### src/rtl/fwd_pkg.sv
package fwd_pkg;
  parameter int REG_W  = 5;
  parameter int DATA_W = 32;
  localparam int NUM_OPS = 2;

  typedef enum logic [1:0] {
    SRC_RF  = 2'b00,
    SRC_WB  = 2'b01,
    SRC_MEM = 2'b10
  } src_sel_e;

  // A producer stage supplies a value for a source when it writes a nonzero matching register
  function automatic logic producer_hit(input logic wen, input logic [REG_W-1:0] dst,
                                        input logic [REG_W-1:0] src);
    return wen && (dst != '0) && (dst == src);
  endfunction

  function automatic src_sel_e pick_source(input logic mem_hit, input logic wb_hit);
    if (mem_hit)     return SRC_MEM;
    else if (wb_hit) return SRC_WB;
    else             return SRC_RF;
  endfunction
endpackage

### src/rtl/fwd_select.sv
module fwd_select
  import fwd_pkg::*;
(
  input  logic [REG_W-1:0] src,
  input  logic             mem_wen,
  input  logic [REG_W-1:0] mem_dst,
  input  logic             wb_wen,
  input  logic [REG_W-1:0] wb_dst,
  output src_sel_e         sel
);
  logic mem_hit, wb_hit;

  always_comb begin
    mem_hit = producer_hit(mem_wen, mem_dst, src);
    wb_hit  = producer_hit(wb_wen, wb_dst, src);
    sel     = pick_source(mem_hit, wb_hit);

    r5_zero_src_chk: assert (src != '0 || sel == SRC_RF);

    r4_mem_first_chk: assert (!(mem_wen && mem_dst == src && src != '0) || sel == SRC_MEM);

    r6_wen_gate_chk: assert (mem_wen || wb_wen || sel == SRC_RF);
  end
endmodule

### src/rtl/fwd_opmux.sv
module fwd_opmux
  import fwd_pkg::*;
(
  input  src_sel_e          sel,
  input  logic [DATA_W-1:0] rf_val,
  input  logic [DATA_W-1:0] mem_val,
  input  logic [DATA_W-1:0] wb_val,
  output logic [DATA_W-1:0] opnd
);
  always_comb begin
    unique case (sel)
      SRC_MEM: opnd = mem_val;
      SRC_WB:  opnd = wb_val;
      default: opnd = rf_val;
    endcase

    r7_code_chk: assert (sel != 2'b11);
  end
endmodule

### src/rtl/rf_bypass.sv
module rf_bypass
  import fwd_pkg::*;
(
  input  logic [REG_W-1:0]  raddr,
  input  logic [DATA_W-1:0] raw,
  input  logic              wb_wen,
  input  logic [REG_W-1:0]  wb_dst,
  input  logic [DATA_W-1:0] wb_data,
  output logic [DATA_W-1:0] rdata
);
  logic wt_hit;

  always_comb begin
    wt_hit = producer_hit(wb_wen, wb_dst, raddr);
    if (raddr == '0)  rdata = '0;
    else if (wt_hit)  rdata = wb_data;
    else              rdata = raw;

    r9_zero_read_chk: assert (raddr != '0 || rdata == '0);
  end
endmodule

### src/rtl/fwd_unit.sv
module fwd_unit
  import fwd_pkg::*;
(
  input  logic [4:0]  ex_src_a,
  input  logic [4:0]  ex_src_b,
  input  logic [31:0] ex_rf_a,
  input  logic [31:0] ex_rf_b,
  input  logic        mem_wen,
  input  logic [4:0]  mem_dst,
  input  logic [31:0] mem_result,
  input  logic        wb_wen,
  input  logic [4:0]  wb_dst,
  input  logic [31:0] wb_data,
  input  logic [4:0]  id_raddr_a,
  input  logic [4:0]  id_raddr_b,
  input  logic [31:0] id_raw_a,
  input  logic [31:0] id_raw_b,
  output logic [1:0]  sel_a,
  output logic [1:0]  sel_b,
  output logic [31:0] ex_opnd_a,
  output logic [31:0] ex_opnd_b,
  output logic [31:0] id_rdata_a,
  output logic [31:0] id_rdata_b
);
  logic [REG_W-1:0]  src_v   [NUM_OPS];
  logic [DATA_W-1:0] rf_v    [NUM_OPS];
  src_sel_e          sel_v   [NUM_OPS];
  logic [DATA_W-1:0] opnd_v  [NUM_OPS];
  logic [REG_W-1:0]  raddr_v [NUM_OPS];
  logic [DATA_W-1:0] raw_v   [NUM_OPS];
  logic [DATA_W-1:0] rd_v    [NUM_OPS];

  assign src_v[0] = ex_src_a;   assign src_v[1] = ex_src_b;
  assign rf_v[0]  = ex_rf_a;    assign rf_v[1]  = ex_rf_b;
  assign raddr_v[0] = id_raddr_a; assign raddr_v[1] = id_raddr_b;
  assign raw_v[0] = id_raw_a;   assign raw_v[1] = id_raw_b;

  // one selector and one mux per operand, independent of each other
  for (genvar g = 0; g < NUM_OPS; g++) begin : g_op
    fwd_select u_sel (
      .src(src_v[g]), .mem_wen(mem_wen), .mem_dst(mem_dst),
      .wb_wen(wb_wen), .wb_dst(wb_dst), .sel(sel_v[g])
    );
    fwd_opmux u_mux (
      .sel(sel_v[g]), .rf_val(rf_v[g]), .mem_val(mem_result),
      .wb_val(wb_data), .opnd(opnd_v[g])
    );
    // write-through around the register file for each decode read port
    rf_bypass u_byp (
      .raddr(raddr_v[g]), .raw(raw_v[g]), .wb_wen(wb_wen),
      .wb_dst(wb_dst), .wb_data(wb_data), .rdata(rd_v[g])
    );
  end

  assign sel_a      = sel_v[0];
  assign sel_b      = sel_v[1];
  assign ex_opnd_a  = opnd_v[0];
  assign ex_opnd_b  = opnd_v[1];
  assign id_rdata_a = rd_v[0];
  assign id_rdata_b = rd_v[1];
endmodule

### config.mk
export PLATFORM = sky130hd
export DESIGN_NAME = fwd_unit
export DESIGN_NICKNAME = d
export VERILOG_FILES = /design/src/rtl/fwd_pkg.sv /design/src/rtl/fwd_select.sv /design/src/rtl/fwd_opmux.sv /design/src/rtl/rf_bypass.sv /design/src/rtl/fwd_unit.sv
export SDC_FILE = /design/constraint.sdc
export NUM_CORES = 1
export LEC_CHECK = 0
export BUFFER_PORTS_ARGS = -buffer_cell sky130_fd_sc_hd__clkbuf_2
export CAP_MARGIN = 20
export CELL_PAD_IN_SITES_DETAIL_PLACEMENT = 2
export CELL_PAD_IN_SITES_GLOBAL_PLACEMENT = 2
export CORE_ASPECT_RATIO = 0.6
export CORE_UTILIZATION = 17
export DETAILED_ROUTE_END_ITERATION = 10
export PLACE_DENSITY_LB_ADDON = 0.1
export REMOVE_ABC_BUFFERS = 1
export SLEW_MARGIN = 40
export SYNTH_ARGS = -nofsm -noshare
export SYNTH_HDL_FRONTEND = slang
export SYNTH_SLANG_ARGS = --single-unit
### constraint.sdc
create_clock -name vclk -period 3.2
set_input_delay 0.32 -clock vclk [all_inputs]
set_output_delay 0.32 -clock vclk [all_outputs]
set_load 0.005 [all_outputs]
# == Word-level counts from Yosys, hierarchy flattened ==
# Index checks and enable logic that the tools add are counted.
# classes
eq_ne,10
mux,10
reduce_logical,12
# op_table
operator,n
$mux 32,4
$pmux 32 s2,2
$eq 5x5->1,6
$logic_not 5->1,2
$reduce_bool 5->1,2
$logic_and 1x1->1,8
$eq 2x1->1 const B,2
$eq 2x2->1 const B,2
$mux 2,2
$mux 1,2
# totals
reg_bits,0
in_bits,224
out_inout_bits,132
word_cells,32

# == Logic depth before layout (Yosys ltp) ==
# logic_depth
word_depth,7
depth_mapped,8

# == Cells and area by module ==
# Synthesis repeated with hierarchy kept, for this count alone.
# hier_totals
hier_cells,496
hier_area_um2,3052.9
# modules_own_cells
module,instances,cells_per_inst,area_each_um2
rf_bypass,2,114,730.7
fwd_opmux,2,113,636.9
fwd_select,2,21,158.9

# == Least setup slack after synthesis ==
# Ideal clock, no wire load.
# synth_path
path_kind,input to output
startpoint,input port wb_dst[1]
endpoint,output port id_rdata_b[0]
arrival_ns,1.852
t_required_ns,2.880
setup_slack_ns,1.028
cell_stages,8
n_path_buf,4
cell_sequence,buf_2 > or4_1 > o21a_1 > buf_6 > and3_1 > buf_6 > buf_6 > o21ai_1
# synth_between
elab_chain_cells,5
word_cells_on_any_way,6
classes_between,eq/ne (1); mux (2); reduce/logical (3)
# synth_lines
element,line_no,rtl
from (decl),fwd_unit.sv:12,"input logic [4:0] wb_dst,"
$reduce_bool 5->1,fwd_pkg.sv:15,return wen && (dst != '0) && (dst == src);
$logic_and 1x1->1,fwd_pkg.sv:15,
$logic_and 1x1->1 *,fwd_pkg.sv:15,
$mux 32 *,rf_bypass.sv:16,else if (wt_hit) rdata = wb_data;
$mux 32 *,rf_bypass.sv:15,if (raddr == '0) rdata = '0;
to (decl),fwd_unit.sv:23,output logic [31:0] id_rdata_b
# Mark *: on every way between the ends. The rest lies on a longest branch, timed or not.

# == Final worst setup path ==
# layout_path
startpoint,input port mem_dst[3]
endpoint,output port sel_b[0]
# layout_between
elab_chain_cells,4
word_cells_on_any_way,5
classes_between,eq/ne (1); mux (1); reduce/logical (3)
# layout_lines
element,line_no,rtl
from (decl),fwd_unit.sv:9,"input logic [4:0] mem_dst,"
$reduce_bool 5->1,fwd_pkg.sv:15,
$logic_and 1x1->1,fwd_pkg.sv:15,
$logic_and 1x1->1 *,fwd_pkg.sv:15,
$mux 2 *,fwd_pkg.sv:19,if (mem_hit) return SRC_MEM;
to (decl),fwd_unit.sv:19,"output logic [1:0] sel_b,"
# Marked as above.

==> results.json <==
{
  "outcome": "finished, final reports clean",
  "vias": 6408,
  "drc": 0,
  "cellInternalPower_mw": 0.3022,
  "layout.cell_area.non_filler_um2": 5419,
  "worst_pin_slew_ns": 0.8355,
  "critical_path.startpoint_type": "primary input",
  "synth_seq_area_share": 0,
  "postSynthCellCount": 614,
  "fin_ws_ns": 0.5397,
  "holdCritPathClass": "in2out",
  "max_slew_margin": 0.4430,
  "synth.distinct_cells": 24,
  "netSwitchingFraction": 0.6531,
  "achievable-frequency_ghz": 0.3759,
  "startpoint_of_the_worst_setup_timing_path": "mem_dst[3]",
  "maxCapViolations": 0,
  "yosys-top-cells-count": "128 x nand4_1, 70 x nor3_1, 68 x nand2_1",
  "sequentialPowerShare": 0,
  "synth.area.top_cells": "nand4_1 23%, o31ai_1 14%, a31oi_1 11%",
  "rsz0062_at_grt": "no",
  "design_power_total_mw": 0.8712,
  "nets": 1117,
  "timing.critical_path.arrival_ns": 2.34,
  "yosys.area.top_type": "nand4_1",
  "detailed_place.area_um2": 5414,
  "worstPathRequired_ns": 2.88,
  "post_synth.cell_area_avg_um2": 5.685,
  "power-per-cell-area_nw_per_um2": 160.8,
  "place.detailed.hpwl_mm": 21.86,
  "min_period_over_period": 0.8313,
  "avgViaCountPerCell": 5.500,
  "critPathCaptureType": "output pin",
  "grt_util_all_layers": 0.2655,
  "syn_to_final_growth_pct": 55.23,
  "power.net_switching_mw": 0.5690,
  "die_width_um": 187.0,
  "hold_viol_final": 0,
  "fin_tns_setup_ns": 0,
  "wl_mm": 29.23,
  "drt.antenna.violating_nets": 0,
  "most_used_standard_cell_by_instance_count_after_synthesis": "nand4_1",
  "pwr-share-clk": 0,
  "crit_end": "sel_b[0]",
  "worst_ir_drop_vdd_mv": 0.08975,
  "grt_first_pass_wirelength_mm": 43.64,
  "design.die.area_um2": 21130,
  "regArea_um2": 0,
  "core.rowCount": 40,
  "preCtsSetupSlack_ns": 0.5574,
  "drtIter0Drc": 324,
  "via_count_of_the_first_global_routing_pass": 6722,
  "timing.final.crit_period_ns": 2.660,
  "filler_cell_count": 2545,
  "drv_slew": 0,
  "mappedNetlistArea_um2": 3491,
  "critical_path_peak_fanout": 16,
  "sequential_cell_total": 0,
  "buffer_ports.inserted": 356,
  "timing.final.setup_violations": 0,
  "grt_max_degree": 69,
  "hold_slack_ns": 0.9118,
  "worst-setup-path-type": "in2out",
  "share_comb_of_total_power": 1.000,
  "ys.warnings.count": 0,
  "post_cts.resized_instances": 0,
  "antenna_violations_before_repair": 1,
  "drt_pre_antenna_iters": 4,
  "initial_core_util": 0.1739,
  "wl_per_cell_um": 25.09,
  "design.core.area_um2": 20070,
  "post_route_cells_drive_above_1_share": 0.4444,
  "synth_top_area_frac": 0.2294,
  "total_leakage_power_nw": 2.404,
  "cts.hold.buffers_added": 0,
  "post_cts_buffers": 0,
  "gp_routability_congestion": 0.9070,
  "dieHeight_um": 113,
  "overflow": 0,
  "num-clock-buffers": 0,
  "num_io_pins": 356
}
## critical path: stages
cell and delay (ns):
clkbuf_2 0.12, or4_1 0.65, o211ai_4 0.21, or2_2 0.44, inv_1 0.11, nor4_1 0.32
clkbuf_2 0.17
## cell type report
cell class,count,area (um2),area share
antenna,1,2.502,0.0004618
tap,273,341.6,0.06303
multi-input combinational,510,3088,0.5698
timing repair buffer,379,1979,0.3653
inverter,2,7.507,0.001385
## power groups by stage
stage,Clock (mW),Combinational (mW),Sequential [mW]
finish,0.0000000134,0.871,0
global route,0,0.933,0
CTS,0,0.868,0
detailed placement,0,0.865,0
global placement,0,0.845,0
floorplan,0,0.327,0
## worst min path at each step
stage,end,startpoint,depth (start not counted)
2_1_floorplan,id_rdata_a[0],id_raw_a[0],2
3_3_place_gp,id_rdata_a[0],id_raw_a[0],4
3_5_place_dp,id_rdata_a[0],id_raw_a[0],4
4_1_cts,id_rdata_a[0],id_raw_a[0],4
5_1_grt,id_rdata_b[30],id_raw_b[30],4
6_report,id_rdata_a[0],id_raw_a[0],4
## cells by family after synthesis
group	Yosys count	share of synthesized area
buffers and inverters	104	0.1355
xor gates and xnor gates	30	0.07527
and+or+nand+nor	284	0.4315
muxes	2	0.005735
AOI/OAI and AO/OA	194	0.3520
## layer usage
layer  vias up  share of wire  GRT usage  wire length (um)
met4         0         0.0092    0.02459               269
met5         -              0          0                 0
met1      3176           0.48     0.3725             14160
met3        18          0.052    0.03753              1522
li1       2979              -          -                 -
met2       235           0.45     0.4448             13280
## cells in the final DEF (no fill, tap or decap), types with 3 or more instances in the layout
cell,Yosys,final
or2_2,4,3
nand4_1,128,128
o21ai_0,30,30
xnor2_1,10,10
o31ai_1,64,64
nor3_2,0,4
clkbuf_2,0,356
nor3_1,70,66
o21ai_1,33,32
buf_4,6,21
nand2_1,68,68
a31oi_1,64,64
nor2_2,0,4
xor2_1,20,20
## through the flow
stage,instances,utilization
6_report,1165,0.2700
5_1_grt,1164,0.2699
4_1_cts,1164,0.2698
3_5_place_dp,1164,0.2698
3_3_place_gp,1164,0.2697
2_1_floorplan,512,-
Power figures use the tool's default switching activity.
